### src/rtl/ckbd_agu_pkg.sv
package ckbd_agu_pkg;

    typedef enum logic [3:0] {
        OP_HOLD      = 4'd0,
        OP_STEP      = 4'd1,
        OP_LD_START  = 4'd2,
        OP_LD_END    = 4'd3,
        OP_SET_XY    = 4'd4,
        OP_ADD_PITCH = 4'd5,
        OP_ADD_BASE  = 4'd6,
        OP_CB_STAY   = 4'd7,
        OP_CB_STEP   = 4'd8
    } agu_op_e;

    localparam int unsigned NUM_BANKS = 2;

endpackage

### src/rtl/ckbd_ring_step.sv
module ckbd_ring_step #(
    parameter int unsigned AW = 16
) (
    input  logic [AW-1:0] ptr_i,
    input  logic [AW-1:0] lo_i,
    input  logic [AW-1:0] hi_i,
    output logic [AW-1:0] nxt_o
);
    logic at_end;

    always_comb begin
        at_end = (ptr_i == hi_i);
        nxt_o  = at_end ? lo_i : ptr_i + AW'(1);
    end
endmodule

### src/rtl/ckbd_bank_offset.sv
module ckbd_bank_offset #(
    parameter int unsigned AW   = 16,
    parameter int unsigned BANK = 0
) (
    input  logic [AW-1:0] ptr_i,
    input  logic          xm_i,
    input  logic          ym_i,
    input  logic          step_i,
    output logic [AW-1:0] addr_o
);
    logic par;

    generate
        if (BANK == 0) begin : g_even_row
            assign par = xm_i & ~ym_i;
        end else begin : g_odd_row
            assign par = xm_i & ym_i;
        end
    endgenerate

    assign addr_o = ptr_i + AW'(step_i) + AW'(par);
endmodule

### src/rtl/ckbd_agu.sv
module ckbd_agu
    import ckbd_agu_pkg::*;
#(
    parameter int unsigned AW = 16
) (
    input  logic          clk,
    input  logic          rst,
    input  logic [3:0]    op_i,
    input  logic [AW-1:0] opnd_a_i,
    input  logic [AW-1:0] opnd_b_i,
    output logic [AW-1:0] bank0_addr_o,
    output logic [AW-1:0] bank1_addr_o
);
    localparam int unsigned NB = NUM_BANKS;

    typedef struct packed {
        logic [AW-1:0] ar0;
        logic [AW-1:0] ar1;
        logic [AW-1:0] ring_lo;
        logic [AW-1:0] ring_hi;
        logic [AW-1:0] pitch;
        logic          xm;
        logic          ym;
    } agu_state_t;

    agu_state_t st_d, st_q;

    logic [AW-1:0] ring_nxt;
    logic          is_cb;
    logic          is_step;
    logic [AW-1:0] ptr     [NB];
    logic [AW-1:0] cb_addr [NB];
    logic [AW-1:0] bank_addr [NB];

    // plain views of state for the bound checker
    logic [AW-1:0] ar0_q, ar1_q, ring_lo_q, ring_hi_q, pitch_q;
    logic          xm_q, ym_q;

    assign ar0_q     = st_q.ar0;
    assign ar1_q     = st_q.ar1;
    assign ring_lo_q = st_q.ring_lo;
    assign ring_hi_q = st_q.ring_hi;
    assign pitch_q   = st_q.pitch;
    assign xm_q      = st_q.xm;
    assign ym_q      = st_q.ym;

    assign ptr[0] = st_q.ar0;
    assign ptr[1] = st_q.ar1;

    ckbd_ring_step #(.AW(AW)) u_ring (
        .ptr_i (st_q.ar1),
        .lo_i  (st_q.ring_lo),
        .hi_i  (st_q.ring_hi),
        .nxt_o (ring_nxt)
    );

    assign is_step = (op_i == OP_CB_STEP);
    assign is_cb   = (op_i == OP_CB_STAY) || is_step;

    generate
        for (genvar b = 0; b < NB; b++) begin : g_bank
            ckbd_bank_offset #(.AW(AW), .BANK(b)) u_off (
                .ptr_i  (ptr[b]),
                .xm_i   (st_q.xm),
                .ym_i   (st_q.ym),
                .step_i (is_step),
                .addr_o (cb_addr[b])
            );
            assign bank_addr[b] = is_cb ? cb_addr[b] : ptr[b];
        end
    endgenerate

    assign bank0_addr_o = bank_addr[0];
    assign bank1_addr_o = bank_addr[1];

    always_comb begin
        st_d = st_q;
        case (op_i)
            OP_STEP: begin
                st_d.ar0 = st_q.ar0 + AW'(1);
                st_d.ar1 = ring_nxt;
            end
            OP_LD_START: st_d.ring_lo = opnd_a_i;
            OP_LD_END:   st_d.ring_hi = opnd_a_i;
            OP_SET_XY: begin
                st_d.ar0 = opnd_a_i >> 1;
                st_d.ar1 = opnd_a_i >> 1;
                st_d.xm  = opnd_a_i[0];
                st_d.ym  = opnd_b_i[0];
            end
            OP_ADD_PITCH: begin
                st_d.ar0   = st_q.ar0 + opnd_a_i;
                st_d.ar1   = st_q.ar1 + opnd_a_i;
                st_d.pitch = opnd_b_i;
            end
            OP_ADD_BASE: begin
                st_d.ar0 = st_q.ar0 + opnd_a_i;
                st_d.ar1 = st_q.ar1 + opnd_b_i;
            end
            OP_CB_STEP: begin
                st_d.ar0 = st_q.ar0 + st_q.pitch;
                st_d.ar1 = st_q.ar1 + st_q.pitch;
                st_d.ym  = ~st_q.ym;
            end
            default: ;
        endcase
    end

    always_ff @(posedge clk) begin
        if (rst) begin
            st_q <= '0;
        end else begin
            st_q <= st_d;
        end
    end
endmodule

### config.mk
export PLATFORM = sky130hd
export DESIGN_NAME = ckbd_agu
export DESIGN_NICKNAME = d
export VERILOG_FILES = /design/src/rtl/ckbd_agu_pkg.sv /design/src/rtl/ckbd_ring_step.sv /design/src/rtl/ckbd_bank_offset.sv /design/src/rtl/ckbd_agu.sv
export SDC_FILE = /design/constraint.sdc
export NUM_CORES = 1
export LEC_CHECK = 0
export BUFFER_PORTS_ARGS = -buffer_cell sky130_fd_sc_hd__buf_2
export CORE_MARGIN = 3
export CORE_UTILIZATION = 56
export DETAILED_ROUTE_END_ITERATION = 7
export PLACE_DENSITY_LB_ADDON = 0.3
export SETUP_SLACK_MARGIN = 0.1
export SLEW_MARGIN = 30
export SYNTH_ARGS = -nofsm -noshare
export SYNTH_HDL_FRONTEND = slang
export SYNTH_SLANG_ARGS = --single-unit
### constraint.sdc
create_clock -name clk -period 4.15 [get_ports clk]
set_input_delay 0.6225 -clock clk [delete_from_list [all_inputs] [get_ports clk]]
set_output_delay 0.6225 -clock clk [all_outputs]
set_load 0.03 [all_outputs]
---- Yosys cells after proc, flatten, opt, wreduce, memory -nomap -nowiden ----
Index checks and enable logic that the tools add are counted.
storage, ports and cells
  register bits after elaboration ......... 82
  input bits .............................. 38
cells by class
  add/subtract/negate cells ............... 11
  eq/ne operators ......................... 9
  mux-type cells .......................... 5
  bitwise gates (word level) .............. 3
  reduce and logical (&&, ||, !) cells .... 3
operator list
  kind                                                             count
  32-bit one-hot mux with 5 select lines                           1
  16-bit adder                                                     5
  16-bit by 1-bit adder with 16-bit output                         4
  16-bit 2-to-1 mux                                                3
  16-bit by 1-bit adder with 16-bit output, second input constant  2
  16-bit == test                                                   1
  4-bit by 3-bit == test with 1-bit output, second input constant  4
  4-bit by 2-bit == test with 1-bit output, second input constant  2
  5-bit nonzero test                                               1
  4-bit by 1-bit == test with 1-bit output, second input constant  1
  4-bit == test, second input constant                             1
  1-bit bitwise AND                                                2
  1-bit one-hot mux with 2 select lines                            1
  2-bit nonzero test                                               1
  1-bit logical OR                                                 1
  1-bit inverter                                                   1

---- Logic depth before layout (Yosys ltp) ----
  depth in word-level cells ............... 4
  gate-level depth with buffers ........... 14
  depth with buffers taken out ............ 12

---- Cells and area by module ----
A second synthesis with hierarchy kept.
unflattened totals
  cell total of the unflattened synthesis .. 999
  area total of the unflattened synthesis .. 7762.4 sq um
by module, submodules not included
  module                               instances  cells an instance  area an instance (sq um)  sequential area each (sq um)
  ckbd_agu                             1          829                6327.3                    1641.6
  ckbd_ring_step                       1          76                 714.4                     0.0
  ckbd_bank_offset at g_bank[0].u_off  1          47                 361.6                     0.0
  ckbd_bank_offset at g_bank[1].u_off  1          47                 359.1                     0.0

---- Least setup slack after synthesis ----
No wires, ideal clock.
  path type ............................... input to output
  start ................................... input op_i[2]
  end ..................................... output bank1_addr_o[14]
  arrival ................................. 3.266 ns
  required time ........................... 3.527 ns
  path slack .............................. 0.261 ns
  stages .................................. 11
  path through ............................ buf_6 or4b_4 inv_2 buf_4 buf_2 fa_1 ha_1 nand4b_4 or3_4 nor2_1 xor2_1
between the ends
  word-level cells in the longest chain between the ends .. 4
ends and longest elaborated chain
  element                                                RTL line                text
  start: declaration                                     ckbd_agu.sv:8           input logic [3:0] op_i,
  4-bit == test                                          ckbd_agu.sv:57          assign is_step = (op_i == OP_CB_STEP);
  16-bit by 1-bit adder with 16-bit output (2 in a row)  ckbd_bank_offset.sv:21  assign addr_o = ptr_i + AW'(step_i) + AW'(par);
  16-bit 2-to-1 mux (*)                                  ckbd_agu.sv:69          assign bank_addr[b] = is_cb ? cb_addr[b] : ptr[b];
  end: declaration                                       ckbd_agu.sv:12          output logic [AW-1:0] bank1_addr_o
Mark *: on every way between the ends. The rest lies on a longest branch, timed or not.

---- Worst setup path in the final report ----
Ends and elaborated chain as after synthesis.

==> flow_metrics.py <==
metrics = {
    "outcome": {
        "status": "complete, no violations",
    },
    "synthesis": {
        "synth_fp_nets": 1035,
        "avgSynthCellArea_sq_um": 7.674,
        "ys_types": 71,
        "synth_common_cells": "nand2_1 (159), a21oi_1 (105), dfxtp_1 (82), nor2_1 (65), ha_1 (52)",
        "yosysMostFrequentCell": "nand2_1",
        "synth_area_sq_um": 7213,
        "synth.largest_area_cell": "dfxtp_1",
        "synth_seq_cells": 82,
        "synth_top_area_share_pct": 22.76,
        "synth_edf_count": 0,
        "syn-instance-count": 940,
        "ys.flop_type": "dfxtp_1",
        "async_reset_ff_share_pct": 0,
        "yosysWarnings": 0,
        "synthTopCellsByArea": "dfxtp_1 (23%), ha_1 (9.0%), nand2_1 (8.3%)",
        "ys_seq_area_share_pct": 22.76,
    },
    "cts": {
        "cts.sinks": 82,
        "clk_latency_ns": 0.35,
        "cts_tree": "yes",
        "cts_max_level": 3,
        "cts_hold_buffers": 0,
        "cts_max_path_buffers": 2,
        "postCtsSetupBuffers": 0,
        "clk_pin_slew_ns": 0.07,
        "cts_root_buffer": "clkbuf_16",
        "cts_resized": 0,
        "numCtsBuffers": 9,
    },
    "floorplan": {
        "coreArea_sq_um": 12310,
        "row_count": 40,
        "initial_core_util_pct": 58.59,
        "die_h_um": 119.5,
        "ios": 70,
        "die_x_um": 119.5,
        "dieArea_sq_um": 14280,
    },
    "cells_and_area": {
        "filler_cell_count": 1140,
        "multiInputGateArea_sq_um": 5290,
        "seq_area_sq_um": 1642,
        "nNetsFinal": 1077,
        "drive_gt1_share_pct": 13.68,
        "syn_to_final_growth_pct": 10.48,
        "antenna_cells": 0,
        "final_cell_area_sq_um": 7969,
        "final_util_pct": 64.73,
    },
    "timing": {
        "fin_tns_setup_ns": 0,
        "finalCritPeriodShare_pct": 91.96,
        "tightest_slew_ns": 0.9108,
        "period_minus_slack_ns": 3.816,
        "grt_setup_unrepaired": "no",
        "fin_worst_skew_ns": 0.009289,
        "fmax_ghz": 0.2620,
        "setup_viol": 0,
        "slew_violations": 0,
        "hold_violations": 0,
        "relSlewSlack_pct": 39.28,
    },
    "min_path": {
        "min_to": "pitch_q[8]$_SDFFE_PP0P_",
        "hold_class": "reg2reg",
        "holdCritStartpoint": "pitch_q[8]$_SDFFE_PP0P_",
        "min_path_cells": 2,
    },
    "placement": {
        "post_dp_cell_area_sq_um": 7659,
        "gp_congestion": 0.9770,
        "hpwl_mm": 16.81,
        "port_buffers": 69,
    },
    "detailed_routing": {
        "via_per_inst": 6.288,
        "ant_nets": 0,
        "wl_mm": 22.46,
        "wl_per_cell_um": 19.44,
        "drc_errors": 0,
        "num_vias": 7263,
        "drtIter0Drc": 689,
        "drtPass1Iterations": 5,
    },
    "global_route": {
        "grt_usage_pct": 31.67,
        "overflow": 0,
        "grt_max_degree": 57,
        "antenna_found_initial": 0,
        "grt_pass1_wl_mm": 36.39,
        "grt_pass1_vias": 6881,
    },
    "critical_path": {
        "timing.rr.end": "ar1_q[8]$_SDFFE_PP0P_",
        "reg2reg_slack_ns": 1.46,
        "cp.arrival_ns": 3.19,
        "critPathLaunchType": "primary input",
        "crit_family": "simple AND/OR/NAND/NOR gates",
        "path_buf_inv": 3,
        "crit_path_cell_trace": "buf_2 -> or4b_4 -> inv_2 -> fa_1 -> ha_1 -> nand4b_4 -> or3_4 -> nor2_1 -> xor2_1 -> buf_2",
        "slowest_delay_ns": 0.54,
        "r2r_cells": 10,
        "worstReg2RegStart": "pitch_q[0]$_SDFFE_PP0P_",
        "worstPathRequired_ns": 3.53,
        "crit_slowest_cell": "or4b_4",
        "path_common_cell": "buf_2",
        "crit_type": "in2out",
        "path_max_fanout": 13,
        "cp-end-kind": "output port",
    },
    "job": {
        "maxCapViolations": 0,
    },
    "power": {
        "pwr_density_cell_nw_per_um2": 328.0,
        "ir_drop_v": 0.0001688,
        "leakage_nw": 3.405,
    },
}
-- sequential cells by signal, summed over array words and instances (netlist names) --
signal,count
ring_hi_q,16
ar1_q,16
ar0_q,16
ym_q,1
pitch_q,16
xm_q,1
ring_lo_q,16
-- worst max path at each step --
stage / slack, ns / start / cells past startpoint / endpoint
global route: 0.14 / op_i[2] / 10 / bank1_addr_o[14]
floorplan: 0.26 / op_i[2] / 11 / bank1_addr_o[14]
CTS: 0.35 / op_i[2] / 10 / bank1_addr_o[14]
finish: 0.33 / op_i[2] / 10 / bank1_addr_o[14]
detailed placement: 0.28 / op_i[2] / 12 / ar1_q[8]$_SDFFE_PP0P_
global placement: 0.34 / op_i[2] / 13 / ar1_q[8]$_SDFFE_PP0P_
-- cell usage in the layout (no fill, tap or decap), types with 17 or more instances in the layout --
cell type  instances
a21oi_1          104
xor2_1            42
nor3_1            26
xnor2_1           47
dfxtp_1           82
a211oi_1          23
buf_2             69
ha_1              52
nor2_1            65
nand2_1          159
nand3_1           17
and2_1            20
o21ai_0           23
-- per-stage QoR --
stage / hold WS [ns] / worst slack (ns) / cells / total power [mW]
floorplan: 0.4312 / 0.2615 / 940 / 1.557
global placement: 0.4368 / 0.3429 / 1138 / 1.762
detailed placement: 0.4438 / 0.2819 / 1139 / 1.772
CTS: 0.4527 / 0.3504 / 1155 / 2.599
global route: 0.4685 / 0.1388 / 1155 / 2.731
finish: 0.4528 / 0.3335 / 1155 / 2.614
-- where the power goes --
group          leakage (nW)  internal [mW]  switching, mW
clock network         0.149          0.484          0.356
logic                  2.59          0.342          0.505
registers             0.670          0.832         0.0953
-- cells by family (layout without fill, tap and decap cells) --
group                    after synthesis  in the layout  synth area share (%)
AND/OR/NAND/NOR                      364            364                 23.95
AO/OA/AOI/OAI                        269            269                 25.17
XOR/XNOR                              89             89                 10.81
flip-flops                            82             82                 22.76
buffers and inverters                 63            110                 4.406
adder cells (fa/ha/maj)               57             57                 10.41
multiplexers                          16             16                 2.498
-- routing by layer --
| layer | vias up | global-route usage [%] | wire [um] |
|---|---|---|---|
| met3 | 58 | 5.467 | 1918 |
| met5 | - | 0 | 0 |
| met4 | 0 | 13.39 | 822 |
| li1 | 3513 | - | - |
| met1 | 3374 | 42.45 | 9291 |
| met2 | 318 | 50.42 | 10420 |
-- worst min-delay path, cell delays in order, from the launching register on --
cell,delay (ns)
dfxtp_1,0.31
nand2_1,0.05
a21oi_1,0.05
-- area by class of cell --
class / count / share of cell area, %
Timing Repair Buffer: 87 / 6.233
Tap cell: 168 / 2.638
Multi-Input combinational cell: 795 / 66.38
Sequential cell: 82 / 20.60
Clock buffer: 10 / 2.999
Inverter: 7 / 0.3297
Clock inverter: 6 / 0.8165
No activity file was read; power rests on OpenSTA's default activity.
